<file path="src/rtl/sclgen_pkg.sv">
package sclgen_pkg;

  // SCL divider for a rate code: non-decreasing, even, 20..3840
  function automatic int rate_divider(input int code);
    int d;
    if (code <= 11) return 18 + 2 * ((code < 1) ? 1 : code);
    d = code - 11;
    return 40 + d * (d + 21) + 2 * (d / 26);
  endfunction

  // SDA hold count derived from the divider, always below divider/2
  function automatic int hold_count(input int div);
    return div / 4 - 1;
  endfunction

  // Multiplier selector to left-shift amount; reserved code acts as x1
  function automatic logic [1:0] mult_shift(input logic [1:0] sel);
    case (sel)
      2'b01:   return 2'd1;
      2'b10:   return 2'd2;
      default: return 2'd0;
    endcase
  endfunction

endpackage

</file>
<file path="src/rtl/sclgen_lut.sv">
module sclgen_lut
  import sclgen_pkg::*;
#(
  parameter int CODE_W = 6,
  parameter int DIV_W  = 12,
  parameter int HOLD_W = 10
) (
  input  logic [CODE_W-1:0] code,
  output logic [DIV_W-1:0]  div,
  output logic [HOLD_W-1:0] hold
);
  localparam int ROM_N = 1 << CODE_W;

  logic [DIV_W-1:0]  div_rom  [ROM_N];
  logic [HOLD_W-1:0] hold_rom [ROM_N];

  for (genvar i = 0; i < ROM_N; i++) begin : g_rom
    assign div_rom[i]  = DIV_W'(rate_divider(i));
    assign hold_rom[i] = HOLD_W'(hold_count(rate_divider(i)));
  end

  assign div  = div_rom[code];
  assign hold = hold_rom[code];
endmodule

</file>
<file path="src/rtl/sclgen_scale.sv">
module sclgen_scale
  import sclgen_pkg::*;
#(
  parameter int DIV_W = 12,
  parameter int PER_W = DIV_W + 2
) (
  input  logic [1:0]       mul_sel,
  input  logic [DIV_W-1:0] div,
  output logic [PER_W-1:0] per,
  output logic [PER_W-1:0] half
);
  logic [1:0] sh;
  assign sh   = mult_shift(mul_sel);
  assign per  = PER_W'(div) << sh;
  assign half = per >> 1;
endmodule

</file>
<file path="src/rtl/sclgen_timer.sv">
module sclgen_timer #(
  parameter int PER_W  = 14,
  parameter int HOLD_W = 10
) (
  input  logic              clk,
  input  logic              rst,
  input  logic              en,
  input  logic [PER_W-1:0]  per_in,
  input  logic [PER_W-1:0]  half_in,
  input  logic [HOLD_W-1:0] hold_in,
  output logic              start_n,
  output logic [PER_W-1:0]  pos_n,
  output logic [PER_W-1:0]  half_n,
  output logic [HOLD_W-1:0] hold_n
);
  logic              run_q;
  logic [PER_W-1:0]  pos_q, per_q, half_q, per_n;
  logic [HOLD_W-1:0] hold_q;
  logic              wrap;

  assign wrap    = (pos_q == per_q - PER_W'(1));
  assign start_n = en && (!run_q || wrap);

  always_comb begin
    if (start_n) begin
      pos_n  = '0;
      per_n  = per_in;
      half_n = half_in;
      hold_n = hold_in;
    end else begin
      pos_n  = pos_q + PER_W'(1);
      per_n  = per_q;
      half_n = half_q;
      hold_n = hold_q;
    end
  end

  always_ff @(posedge clk) begin
    if (rst || !en) begin
      run_q  <= 1'b0;
      pos_q  <= '0;
      per_q  <= '0;
      half_q <= '0;
      hold_q <= '0;
    end else begin
      run_q  <= 1'b1;
      pos_q  <= pos_n;
      per_q  <= per_n;
      half_q <= half_n;
      hold_q <= hold_n;
    end
  end

  assert_pos_in_period_R4: assert property (@(posedge clk) disable iff (rst)
    run_q |-> (pos_q < per_q));

  assert_cfg_held_R9: assert property (@(posedge clk) disable iff (rst)
    (run_q && en && !wrap) |=> (per_q == $past(per_q) && hold_q == $past(hold_q)));
endmodule

</file>
<file path="src/rtl/scl_rate_gen.sv">
module scl_rate_gen #(
  parameter int CODE_W = 6,
  parameter int DIV_W  = 12,
  parameter int HOLD_W = 10
) (
  input  logic              clk,
  input  logic              rst,
  input  logic              en,
  input  logic [CODE_W+1:0] cfg,
  output logic              scl,
  output logic              scl_fall,
  output logic              sda_chg
);
  localparam int PER_W = DIV_W + 2;

  logic [DIV_W-1:0]  div;
  logic [HOLD_W-1:0] hold, hold_n;
  logic [PER_W-1:0]  per, half, pos_n, half_n;
  logic              start_n;

  sclgen_lut #(.CODE_W(CODE_W), .DIV_W(DIV_W), .HOLD_W(HOLD_W)) u_lut (
    .code(cfg[CODE_W-1:0]), .div(div), .hold(hold)
  );

  sclgen_scale #(.DIV_W(DIV_W), .PER_W(PER_W)) u_scale (
    .mul_sel(cfg[CODE_W+1:CODE_W]), .div(div), .per(per), .half(half)
  );

  sclgen_timer #(.PER_W(PER_W), .HOLD_W(HOLD_W)) u_timer (
    .clk(clk), .rst(rst), .en(en),
    .per_in(per), .half_in(half), .hold_in(hold),
    .start_n(start_n), .pos_n(pos_n), .half_n(half_n), .hold_n(hold_n)
  );

  always_ff @(posedge clk) begin
    if (rst || !en) begin
      scl      <= 1'b1;
      scl_fall <= 1'b0;
      sda_chg  <= 1'b0;
    end else begin
      scl      <= (pos_n >= half_n);
      scl_fall <= start_n;
      sda_chg  <= (pos_n == PER_W'(hold_n));
    end
  end

  assert_fall_is_edge_R5: assert property (@(posedge clk) disable iff (rst)
    scl_fall |-> (!scl && $past(scl)));

  assert_chg_while_low_R6: assert property (@(posedge clk) disable iff (rst)
    sda_chg |-> (!scl && !scl_fall));

  assert_idle_when_off_R7: assert property (@(posedge clk) disable iff (rst)
    !en |=> (scl && !scl_fall && !sda_chg));

  assert_start_on_enable_R8: assert property (@(posedge clk) disable iff (rst)
    $rose(en) |=> scl_fall);
endmodule

</file>
<file path="config.mk">
export PLATFORM = sky130hd
export DESIGN_NAME = scl_rate_gen
export DESIGN_NICKNAME = d
export VERILOG_FILES = /design/src/rtl/sclgen_pkg.sv /design/src/rtl/sclgen_lut.sv /design/src/rtl/sclgen_scale.sv /design/src/rtl/sclgen_timer.sv /design/src/rtl/scl_rate_gen.sv
export SDC_FILE = /design/constraint.sdc
export NUM_CORES = 1
export LEC_CHECK = 0
export ABC_AREA = 1
export BUFFER_PORTS_ARGS = -buffer_cell sky130_fd_sc_hd__buf_2
export CAP_MARGIN = 20
export CORE_ASPECT_RATIO = 0.5
export CORE_MARGIN = 2
export CORE_UTILIZATION = 65
export DETAILED_ROUTE_END_ITERATION = 12
export MAX_ROUTING_LAYER = met4
export PLACE_DENSITY = 0.92
export REMOVE_ABC_BUFFERS = 1
export SLEW_MARGIN = 20
export SYNTH_ARGS = -nofsm -noshare
export SYNTH_HDL_FRONTEND = slang
export SYNTH_HIERARCHICAL = 1
export SYNTH_SLANG_ARGS = --single-unit
</file>
<file path="constraint.sdc">
create_clock -name clk -period 7.6 [get_ports clk]
set_input_delay 1.52 -clock clk [delete_from_list [all_inputs] [get_ports clk]]
set_output_delay 1.52 -clock clk [all_outputs]
set_load 0.02 [all_outputs]
</file>
==> impl_metrics.csv <==
group,metric,value,unit
status,status,"complete, no violations",
placed_design,dp_hpwl,10600,um
sta,finClkSkew,0.00383,ns
clock_tree,clockRootBuffer,"clkbuf_16",
sta,fmax,232,MHz
power_and_ir_drop,switching_share,0.362,
global_route,grt_use_total,0.319,
die,core,8650,um2
power_and_ir_drop,finalPower,0.000860,W
die,boundaryPins,14,
sta,relSlewSlack,0.355,
clock_tree,clock_sinks,56,
setup_path,path_class,"in2reg",
setup_path,cp-end-kind,"register",
power_and_ir_drop,p_comb_frac,0.322,
synthesis,synthFlopType,"dfxtp_1",
setup_path,worst_path_largest_cell_delay,0.44,ns
finish,drive_above_1_share,0.108,
synthesis,ys_async_sr_fraction,0,
setup_path,arrival,4.50,ns
route,wl_per_cell,13.5,um
setup_path,crit_family,"simple AND/OR/NAND/NOR gates",
synthesis,syn-mean-instance-area,5.79,um2
synthesis,synth.top_cell.area_share,0.195,
route,drc,0,
clock_tree,clock_path_buffers,2,
global_route,grt_pass1_wl,24300,um
global_route,grt_overflow,0,
power_and_ir_drop,p_sw,0.000311,W
power_and_ir_drop,clock_power_share,0.315,
sta,setup_viol,0,
clock_tree,ctsHtreeMaxLevel,2,
die,rows,24,
setup_path,cp_max_fo,10,
finish,fin_util,0.661,
setup_path,crit_top_cell,"nand2_1",
sta,setup-tns-final,0,ns
finish,diodes,0,
run,drv_cap,0,
finish,finalNetCount,999,
clock_tree,cts_tree,"done",
synthesis,synth_area_leaders,"dfxtp_1 (19%), nand2_1 (18%), inv_1 (12%)",
route,drt.antenna.violating_nets,0,
clock_tree,cts_buffers,5,
placed_design,place.gp.congestion,0.997,
placed_design,dpl-instance-area,5550,um2
synthesis,synthesis.yosys.warnings,6,
synthesis,synth-seq-cells,56,
sta,rsz0062_at_grt,"false",
setup_path,worstPathCellList,"buf_2 > inv_1 > ha_1 > nand2_1 > nand2_1 > nand2_1 > o21ai_1 > nand2_1 > nand3_1 > inv_1 > nand3_1 > nand3_1 > nand2_1 > inv_1 > nand3_2 > nand2_2 > inv_1 > inv_1 > ha_1 > a21oi_1 > nand2_1 > nand2_1 > nand3_1",
sta,hold_viol,0,
clock_tree,cts_resized,0,
route,drtPass1Iterations,6,
synthesis,synth_largest_area_cell,"dfxtp_1",
sta,post-route-period-util,0.568,
setup_path,cp-start-kind,"input pin",
clock_tree,cts_hold_buf,0,
power_and_ir_drop,power.share.sequential,0.363,
clock_tree,cts_setup_buffers,0,
hold_path,hold_path_class,"reg2reg",
route,drt-initial-drc-count,498,
sta,maxSlewViolCount,0,
placed_design,portBuffers,13,
finish,seq_area,1120,um2
clock_tree,clk_latency,0.30,ns
power_and_ir_drop,power_density,150,nW/um2
route,detail_route.vias_per_cell,5.42,
setup_path,critPathSlowestCell,"ha_1",
synthesis,synth.distinct_cells,37,
power_and_ir_drop,vdd_ir_drop_max,0.0918,mV
global_route,grt_max_degree,54,
finish,design_area,5720,um2
global_route,antenna_found_initial,0,
setup_path,crit_buf_inv,6,
route,wl,14500,um
die,initial_core_util,0.666,
setup_path,required,7.78,ns
sta,tightest_slew,0.966,ns
global_route,grt_pass1_vias,5284,
synthesis,ys_seq_area_frac,0.195,
finish,fillers,769,
synthesis,synthCells,995,
power_and_ir_drop,intPower,0.000549,W
sta,min_period,4.31,ns
finish,multi_input_area,3460,um2
synthesis,syn-cell-area,5760,um2
die,die_area,9670,um2
die,die_width,137,um
power_and_ir_drop,p_leak,3.23,nW
synthesis,synth_edf_count,0,
clock_tree,clk_pin_slew,0.07,ns
die,die_y,70.6,um
finish,syn_to_final_growth,-0.695,%
route,vias,5854,
flip-flops by register name, summed over array words and instances, names as in the netlist:
signal	flops
scl	1
u_timer/per_q	14
sda_chg	1
u_timer/half_q	14
u_timer/run_q	1
u_timer/pos_q	14
u_timer/hold_q	10
scl_fall	1
through the flow:
stage | setup WS (ns) | hold WS [ns] | instances
floorplan | 3.87 | 0.497 | 940
global placement | 3.04 | 0.510 | 1072
detailed placement | 3.08 | 0.510 | 1072
CTS | 3.39 | 0.523 | 1080
global route | 3.01 | 0.556 | 1080
finish | 3.29 | 0.521 | 1080
cells in the mapped netlist (14+ instances only):
cell type and instances:
nand3_2 19, nor2_2 18, nand3_1 106, nand2_2 19, inv_1 181, dfxtp_1 56
buf_4 26, inv_2 14, nor2_1 107, o21ai_0 27, nand2_1 278, ha_1 26
cells by family after synthesis:
group	Yosys count	share of synthesized area
adders and majority gates	26	0.0565
xor gates and xnor gates	20	0.0304
AOI/OAI and AO/OA	60	0.0567
and+or+nand+nor	580	0.456
buffers and inverters	251	0.204
other	2	0.00130
DFF	56	0.195
layout make-up:
type,count,area share
Clock buffer,5,0.0219
Clock inverter,3,0.00810
Inverter,196,0.129
Multi-Input combinational cell,688,0.605
Sequential cell,56,0.196
Tap cell,117,0.0256
Timing Repair Buffer,15,0.0140
worst paths after layout:
kind / end / from / slack [ns] / cells after the start
hold / removal: u_timer/half_q[11] / u_timer/half_q[11] / 0.52 / 4
setup reg to reg: scl / u_timer/per_q[0] / 3.58 / 17
hold reg to reg: u_timer/half_q[11] / u_timer/half_q[11] / 0.52 / 4
setup / recovery: scl / cfg[0] / 3.29 / 23
power by group through the flow:
stage / Sequential, W / Combinational, W / Clock, W
CTS: 0.000312 / 0.000272 / 0.000270
detailed placement: 0.000319 / 0.000269 / 0
floorplan: 0.000317 / 0.000202 / 0
finish: 0.000312 / 0.000277 / 0.000270
global placement: 0.000318 / 0.000263 / 0
global route: 0.000313 / 0.000312 / 0.000284
cells in the final DEF (no fill, tap or decap), types with 2 or more instances in the layout:
master and count:
nor3_1 3, or2_2 4, inv_1 181, nand3_1 106, o21ai_0 27, xnor2_1 8, xor2_1 12, dfxtp_1 56
conb_1 2, nand4_1 12, nand3_2 19, a21oi_1 13, nand2_2 19, clkbuf_16 5, o22ai_1 3, nand2_1 278
inv_2 14, nor2_2 18, nand2_4 2, buf_4 2, nor2_1 107, o21ai_1 13, buf_2 13, or2_1 2
ha_1 26, nand3b_1 4, nor4_1 2, nor2_4 2
layer usage:
| layer | GRT usage | routed length, um | part of all wire |
|---|---|---|---|
| met2 | 0.535 | 6830 | 0.47 |
| met5 | - | 0 | 0 |
| met3 | 0.0416 | 1100 | 0.076 |
| met1 | 0.407 | 6310 | 0.43 |
| met4 | 0.0871 | 297 | 0.020 |
worst register-to-register path, stage by stage, from the launching register on:
cell and delay, ns:
dfxtp_1 0.39, inv_1 0.13, ha_1 0.27, or2_1 0.27, nand3_1 0.08, nand2_1 0.05
nor3_1 0.19, nand3_1 0.16, o21bai_4 0.13, buf_4 0.46, nand2_4 0.47, inv_2 0.39
nor2_1 0.13, ha_1 0.35, a21oi_1 0.16, nor2_1 0.07, nor2_1 0.13, nand3_1 0.10
Note: power is estimated with default switching activity, not from simulation.
